<file path="src/rtl/rtc_pkg.sv">
package rtc_pkg;
  localparam int unsigned ADDR_W = 2;
  localparam logic [ADDR_W-1:0] A_LO  = 2'd0;
  localparam logic [ADDR_W-1:0] A_HI  = 2'd1;
  localparam logic [ADDR_W-1:0] A_WEN = 2'd2;

  typedef struct packed {
    logic ld_lo;
    logic ld_hi;
    logic ld_wen;
  } rtc_wr_t;
endpackage

</file>
<file path="src/rtl/rtc_decode.sv">
module rtc_decode
  import rtc_pkg::*;
(
  input  logic [ADDR_W-1:0] addr_i,
  input  logic              wr_en_i,
  input  logic              wen_q_i,
  output rtc_wr_t           wr_o
);
  // count loads are qualified by the write window here
  always_comb begin
    wr_o.ld_lo  = wr_en_i && wen_q_i && (addr_i == A_LO);
    wr_o.ld_hi  = wr_en_i && wen_q_i && (addr_i == A_HI);
    wr_o.ld_wen = wr_en_i && (addr_i == A_WEN);
  end
endmodule

</file>
<file path="src/rtl/rtc_wen_latch.sv">
module rtc_wen_latch (
  input  logic clk_i,
  input  logic rst_ni,
  input  logic ld_wen_i,
  input  logic wbit_i,
  input  logic ld_hi_i,
  output logic wen_q_o
);
  always_ff @(posedge clk_i or negedge rst_ni) begin
    if (!rst_ni)       wen_q_o <= 1'b0;
    else if (ld_wen_i) wen_q_o <= wbit_i;
    else if (ld_hi_i)  wen_q_o <= 1'b0;
  end

  AST_WEN_CLOSE: assert property (@(posedge clk_i) disable iff (!rst_ni)
    ld_hi_i |=> !wen_q_o);
endmodule

</file>
<file path="src/rtl/rtc_counter.sv">
module rtc_counter #(
  parameter int unsigned CNT_W = 32,
  parameter logic [CNT_W-1:0] RST_VAL = 32'h5BFC_8900,
  localparam int unsigned HALF_W = CNT_W / 2
) (
  input  logic              clk_i,
  input  logic              rst_ni,
  input  logic              tick_i,
  input  logic              ld_lo_i,
  input  logic              ld_hi_i,
  input  logic [HALF_W-1:0] data_i,
  output logic [CNT_W-1:0]  cnt_o
);
  logic [CNT_W-1:0] cnt_d;

  // host load beats tick
  always_comb begin
    cnt_d = cnt_o;
    if (ld_lo_i)      cnt_d[HALF_W-1:0]     = data_i;
    else if (ld_hi_i) cnt_d[CNT_W-1:HALF_W] = data_i;
    else if (tick_i)  cnt_d = cnt_o + 1'b1;
  end

  always_ff @(posedge clk_i or negedge rst_ni) begin
    if (!rst_ni) cnt_o <= RST_VAL;
    else         cnt_o <= cnt_d;
  end

  AST_TICK_INC: assert property (@(posedge clk_i) disable iff (!rst_ni)
    (tick_i && !ld_lo_i && !ld_hi_i) |=> cnt_o == $past(cnt_o) + 1'b1);
  AST_LO_LOAD: assert property (@(posedge clk_i) disable iff (!rst_ni)
    ld_lo_i |=> (cnt_o[HALF_W-1:0] == $past(data_i)) &&
                (cnt_o[CNT_W-1:HALF_W] == $past(cnt_o[CNT_W-1:HALF_W])));
  AST_HI_LOAD: assert property (@(posedge clk_i) disable iff (!rst_ni)
    ld_hi_i |=> (cnt_o[CNT_W-1:HALF_W] == $past(data_i)) &&
                (cnt_o[HALF_W-1:0] == $past(cnt_o[HALF_W-1:0])));
endmodule

</file>
<file path="src/rtl/rtc_secs_top.sv">
module rtc_secs_top
  import rtc_pkg::*;
#(
  parameter int unsigned CNT_W = 32,
  parameter logic [CNT_W-1:0] RST_VAL = 32'h5BFC_8900,
  localparam int unsigned HALF_W = CNT_W / 2
) (
  input  logic              clk_i,
  input  logic              rst_ni,
  input  logic              tick_i,
  input  logic [ADDR_W-1:0] addr_i,
  input  logic              wr_en_i,
  input  logic              rd_en_i,
  input  logic [HALF_W-1:0] wdata_i,
  output logic [HALF_W-1:0] rdata_o
);
  rtc_wr_t          wr;
  logic             wen_q;
  logic [CNT_W-1:0] cnt;
  logic [HALF_W-1:0] rd_mux;

  rtc_decode u_dec (
    .addr_i  (addr_i),
    .wr_en_i (wr_en_i),
    .wen_q_i (wen_q),
    .wr_o    (wr)
  );

  rtc_wen_latch u_wen (
    .clk_i    (clk_i),
    .rst_ni   (rst_ni),
    .ld_wen_i (wr.ld_wen),
    .wbit_i   (wdata_i[0]),
    .ld_hi_i  (wr.ld_hi),
    .wen_q_o  (wen_q)
  );

  rtc_counter #(.CNT_W(CNT_W), .RST_VAL(RST_VAL)) u_cnt (
    .clk_i   (clk_i),
    .rst_ni  (rst_ni),
    .tick_i  (tick_i),
    .ld_lo_i (wr.ld_lo),
    .ld_hi_i (wr.ld_hi),
    .data_i  (wdata_i),
    .cnt_o   (cnt)
  );

  always_comb begin
    unique case (addr_i)
      A_LO:    rd_mux = cnt[HALF_W-1:0];
      A_HI:    rd_mux = cnt[CNT_W-1:HALF_W];
      A_WEN:   rd_mux = {{(HALF_W-1){1'b0}}, wen_q};
      default: rd_mux = '0;
    endcase
  end

  always_ff @(posedge clk_i or negedge rst_ni) begin
    if (!rst_ni)      rdata_o <= '0;
    else if (rd_en_i) rdata_o <= rd_mux;
  end

  AST_LOCKED_STABLE: assert property (@(posedge clk_i) disable iff (!rst_ni)
    (!wen_q && wr_en_i && !tick_i && (addr_i == A_LO || addr_i == A_HI))
      |=> $stable(cnt));
  AST_UNMAPPED_ZERO: assert property (@(posedge clk_i) disable iff (!rst_ni)
    (rd_en_i && addr_i == 2'd3) |=> rdata_o == '0);
  AST_LOAD_ONEHOT: assert property (@(posedge clk_i) disable iff (!rst_ni)
    $onehot0({wr.ld_lo, wr.ld_hi, wr.ld_wen}));
endmodule

</file>
<file path="config.mk">
export PLATFORM = sky130hd
export DESIGN_NAME = rtc_secs_top
export DESIGN_NICKNAME = d
export VERILOG_FILES = /design/src/rtl/rtc_pkg.sv /design/src/rtl/rtc_decode.sv /design/src/rtl/rtc_wen_latch.sv /design/src/rtl/rtc_counter.sv /design/src/rtl/rtc_secs_top.sv
export SDC_FILE = /design/constraint.sdc
export NUM_CORES = 1
export LEC_CHECK = 0
export BUFFER_PORTS_ARGS = -buffer_cell sky130_fd_sc_hd__buf_2
export CAP_MARGIN = 20
export CORE_MARGIN = 2
export CORE_UTILIZATION = 50
export CTS_CLUSTER_DIAMETER = 40
export DETAILED_ROUTE_END_ITERATION = 6
export HOLD_SLACK_MARGIN = 0.1
export PLACE_DENSITY_LB_ADDON = 0.1
export REMOVE_ABC_BUFFERS = 1
export SLEW_MARGIN = 0
export SYNTH_ARGS = -nofsm -noshare
export SYNTH_HDL_FRONTEND = slang
export SYNTH_SLANG_ARGS = --single-unit
</file>
<file path="constraint.sdc">
create_clock -name clk_i -period 2.2 [get_ports clk_i]
set_input_delay 0 -clock clk_i [delete_from_list [all_inputs] [get_ports clk_i]]
set_output_delay 0 -clock clk_i [all_outputs]
set_load 0.05 [all_outputs]
</file>
==> impl_metrics.tcl <==
set metrics [dict create \
    yosysMostFrequentCell "dfrtp_1" \
    diodes 0 \
    port_buffers 38 \
    rsz0062_at_grt "no" \
    path_max_fanout 6 \
    viasPerCell 5.20 \
    drt_iter0_drc 154 \
    min_from "tick_i" \
    skew_ns 0.00900 \
    post-route-min-period_ns 1.95 \
    max_freq_ghz 0.514 \
    synth_top_family_by_area "simple AND/OR/NAND/NOR gates" \
    synthesis.area_mm2 0.00265 \
    hold_path_end "u_cnt.cnt_o[0]$_DFFE_PN0P_" \
    drive_gt1_frac 0.221 \
    timing.reg2reg.setup_slack_ns 0.25 \
    p_comb_frac 0.331 \
    synthArstFlopShare 1.00 \
    max_slew.worst_pin.slew_ns 0.972 \
    slowest_delay_ns 0.62 \
    hold_depth 4 \
    wl_per_cell_um 14.1 \
    grt_usage 0.212 \
    reg2reg_depth 5 \
    crit_path_end_kind "register" \
    syn2layout_area_growth_pct 22.1 \
    rows 26 \
    dpl_cell_area_mm2 0.00294 \
    grt_start_max_net_pins 47 \
    drtAntennaViolNets 0 \
    peakVddDrop_v 0.000509 \
    holdBufCountCts 20 \
    synth_seq_cells 49 \
    synthDominantCellAreaShare 0.331 \
    r2r-end "u_cnt.cnt_o[16]$_DFFE_PN0P_" \
    drv_slew 0 \
    netlist_top_cells_count "35 x dfrtp_1, 30 x nand2_1, 26 x nor2_1, 19 x inv_1, 19 x o21ai_0" \
    fin_util 0.633 \
    hold_path.class "input pin to register" \
    cts_root_buf "clkbuf_8" \
    instances_no_fill 418 \
    antenna_found_initial 0 \
    post_cts_buffers 0 \
    p_switching_uw 1300 \
    crit_type "register to register" \
    setup-tns-final_ns 0 \
    cp-start-kind "register" \
    clock_sinks 49 \
    numCtsBuffers 5 \
    grt_pass1_wl_mm 9.87 \
    gp_congestion 0.877 \
    drv_cap 0 \
    relSlewSlack 0.352 \
    synthCells 287 \
    drc 0 \
    grt_pass1_vias 2052 \
    clkPwrFrac 0.171 \
    yosysSeqAreaShare 0.470 \
    synth_compound_area_frac 0.116 \
    dr.pass1.iters 5 \
    nets 371 \
    synth_simple_gate_area_frac 0.204 \
    boundaryPins 39 \
    synth_flop_cell "dfrtp_1" \
    synth-edff-count 0 \
    setup_viol 0 \
    slowest_stage "or4_1" \
    globalRouteOverflowTotal 0 \
    synth_xor_area_frac 0.0893 \
    fin_area_mm2 0.00323 \
    clk_latency_ns 0.31 \
    clkTransAtPathRegs_ns 0.09 \
    yosys_warnings 0 \
    timing.rr.start "u_cnt.cnt_o[11]$_DFFE_PN1P_" \
    setup_ws_ns 0.254 \
    vias 2175 \
    dieArea_mm2 0.00590 \
    synth_adder_area_share 0.00472 \
    cp.required_ns 2.38 \
    die_h_um 76.8 \
    arrival_ns 2.13 \
    start_util 0.519 \
    dieWidth_um 76.8 \
    hpwlAfterDp_mm 4.11 \
    p_sw_frac 0.397 \
    cts_tree "built" \
    cts_htree_levels 2 \
    clockBufferDepth 2 \
    pre_cts_slack_ns 0.294 \
    yosys-top-cells-area "dfrtp_1 33%, dfstp_2 14%, mux2i_1 6.4%" \
    p_per_area_mw_per_mm2 1020 \
    cp_cell_sequence "nand4_1 -> or4_1 -> nor3_1 -> xnor2_1 -> a21oi_1" \
    pwr-share-seq 0.498 \
    leakagePower_uw 0.00138 \
    hold_viol 0 \
    core_mm2 0.00511 \
    synth.mux.area_fraction 0.0642 \
    synth_top_area_cell "dfrtp_1" \
    avgSynthCellArea_um2 9.23 \
    cts.repair.resized 0 \
    status "finished clean" \
    fin_crit_sh 0.885 \
    routed_wl_mm 5.88 \
    internal_power_uw 1980 \
    placed_cells 390 \
    ys_types 37 \
]
-- critical path, delay by kind of cell (launching register included) --
kind / cells / cell delay, ns
simple gates: 3 / 1.01
flops: 1 / 0.57
xor+xnor: 1 / 0.15
compound gates: 1 / 0.08
-- power groups by stage --
| stage | combinational [uW] | sequential [uW] | clock, uW |
|---|---|---|---|
| floorplan | 561 | 1800 | 0 |
| global placement | 1050 | 1640 | 0 |
| detailed placement | 1050 | 1650 | 0 |
| CTS | 1090 | 1630 | 569 |
| global route | 1200 | 1680 | 609 |
| finish | 1090 | 1640 | 561 |
-- per-layer routing --
metal  vias up  routed length (um)  GRT usage
met5         -                   0          0
met4         0                  59     0.0564
met3         6                 335     0.0424
met2        58                2590      0.316
met1       987                2890      0.315
li1       1124                   -          -
-- worst max-delay path by stage --
stage,start,end,slack [ns],cells after the start
6_report,u_cnt.cnt_o[11]$_DFFE_PN1P_,u_cnt.cnt_o[16]$_DFFE_PN0P_,0.25,5
5_1_grt,u_cnt.cnt_o[11]$_DFFE_PN1P_,u_cnt.cnt_o[19]$_DFFE_PN1P_,0.12,5
4_1_cts,u_cnt.cnt_o[11]$_DFFE_PN1P_,u_cnt.cnt_o[17]$_DFFE_PN0P_,0.27,5
3_5_place_dp,u_cnt.cnt_o[11]$_DFFE_PN1P_,u_cnt.cnt_o[17]$_DFFE_PN0P_,0.29,5
3_3_place_gp,u_cnt.cnt_o[11]$_DFFE_PN1P_,u_cnt.cnt_o[16]$_DFFE_PN0P_,0.31,5
2_1_floorplan,u_wen.wen_q_o$_DFFE_PN0P_,u_cnt.cnt_o[10]$_DFFE_PN0P_,0.23,5
-- logic make-up (layout without fill, tap and decap cells) --
family,Yosys count,in the layout
simple gates,104,104
xor+xnor,27,27
compound gates,55,55
buf+inv,34,95
mux,17,17
fa+ha+maj,1,1
flops,49,49
-- sequential cells by signal, summed over array words and instances (netlist names) --
| signal | count |
|---|---|
| rdata_o | 16 |
| u_cnt.cnt_o | 32 |
| u_wen.wen_q_o | 1 |
-- layout make-up --
cell class | count | area (um^2)
Timing Repair Buffer | 68 | 465
Clock inverter | 2 | 13.8
Clock buffer | 6 | 82.6
Sequential cell | 49 | 1240
Inverter | 19 | 71.3
Multi-Input combinational cell | 204 | 1270
Tap cell | 70 | 87.6
Fill cell | 471 | 1870
-- cell usage in the layout, fill, tap and decap left out, types with 3 or more instances in the layout --
cell	instances
or3_1	3
mux2i_1	17
inv_1	19
nand4_1	11
dfstp_2	14
nand2_1	30
a31oi_1	5
nor3_1	5
xnor2_1	11
o22ai_1	15
xor2_1	16
nor2_1	25
o21ai_0	19
buf_2	38
and3_1	3
a21oi_1	14
dfrtp_1	35
buf_4	10
dlygate4sd3_1	20
clkbuf_8	6
nand3_1	11
-- per-stage QoR --
step | hold slack (ns) | power [uW]
after floorplan | -0.296 | 2360
after detailed placement | 0.219 | 2700
after CTS | 0.152 | 3290
final | 0.149 | 3280
after global routing | 0.184 | 3490
after global placement | 0.218 | 2680
No activity file was read; power rests on OpenSTA's default activity.
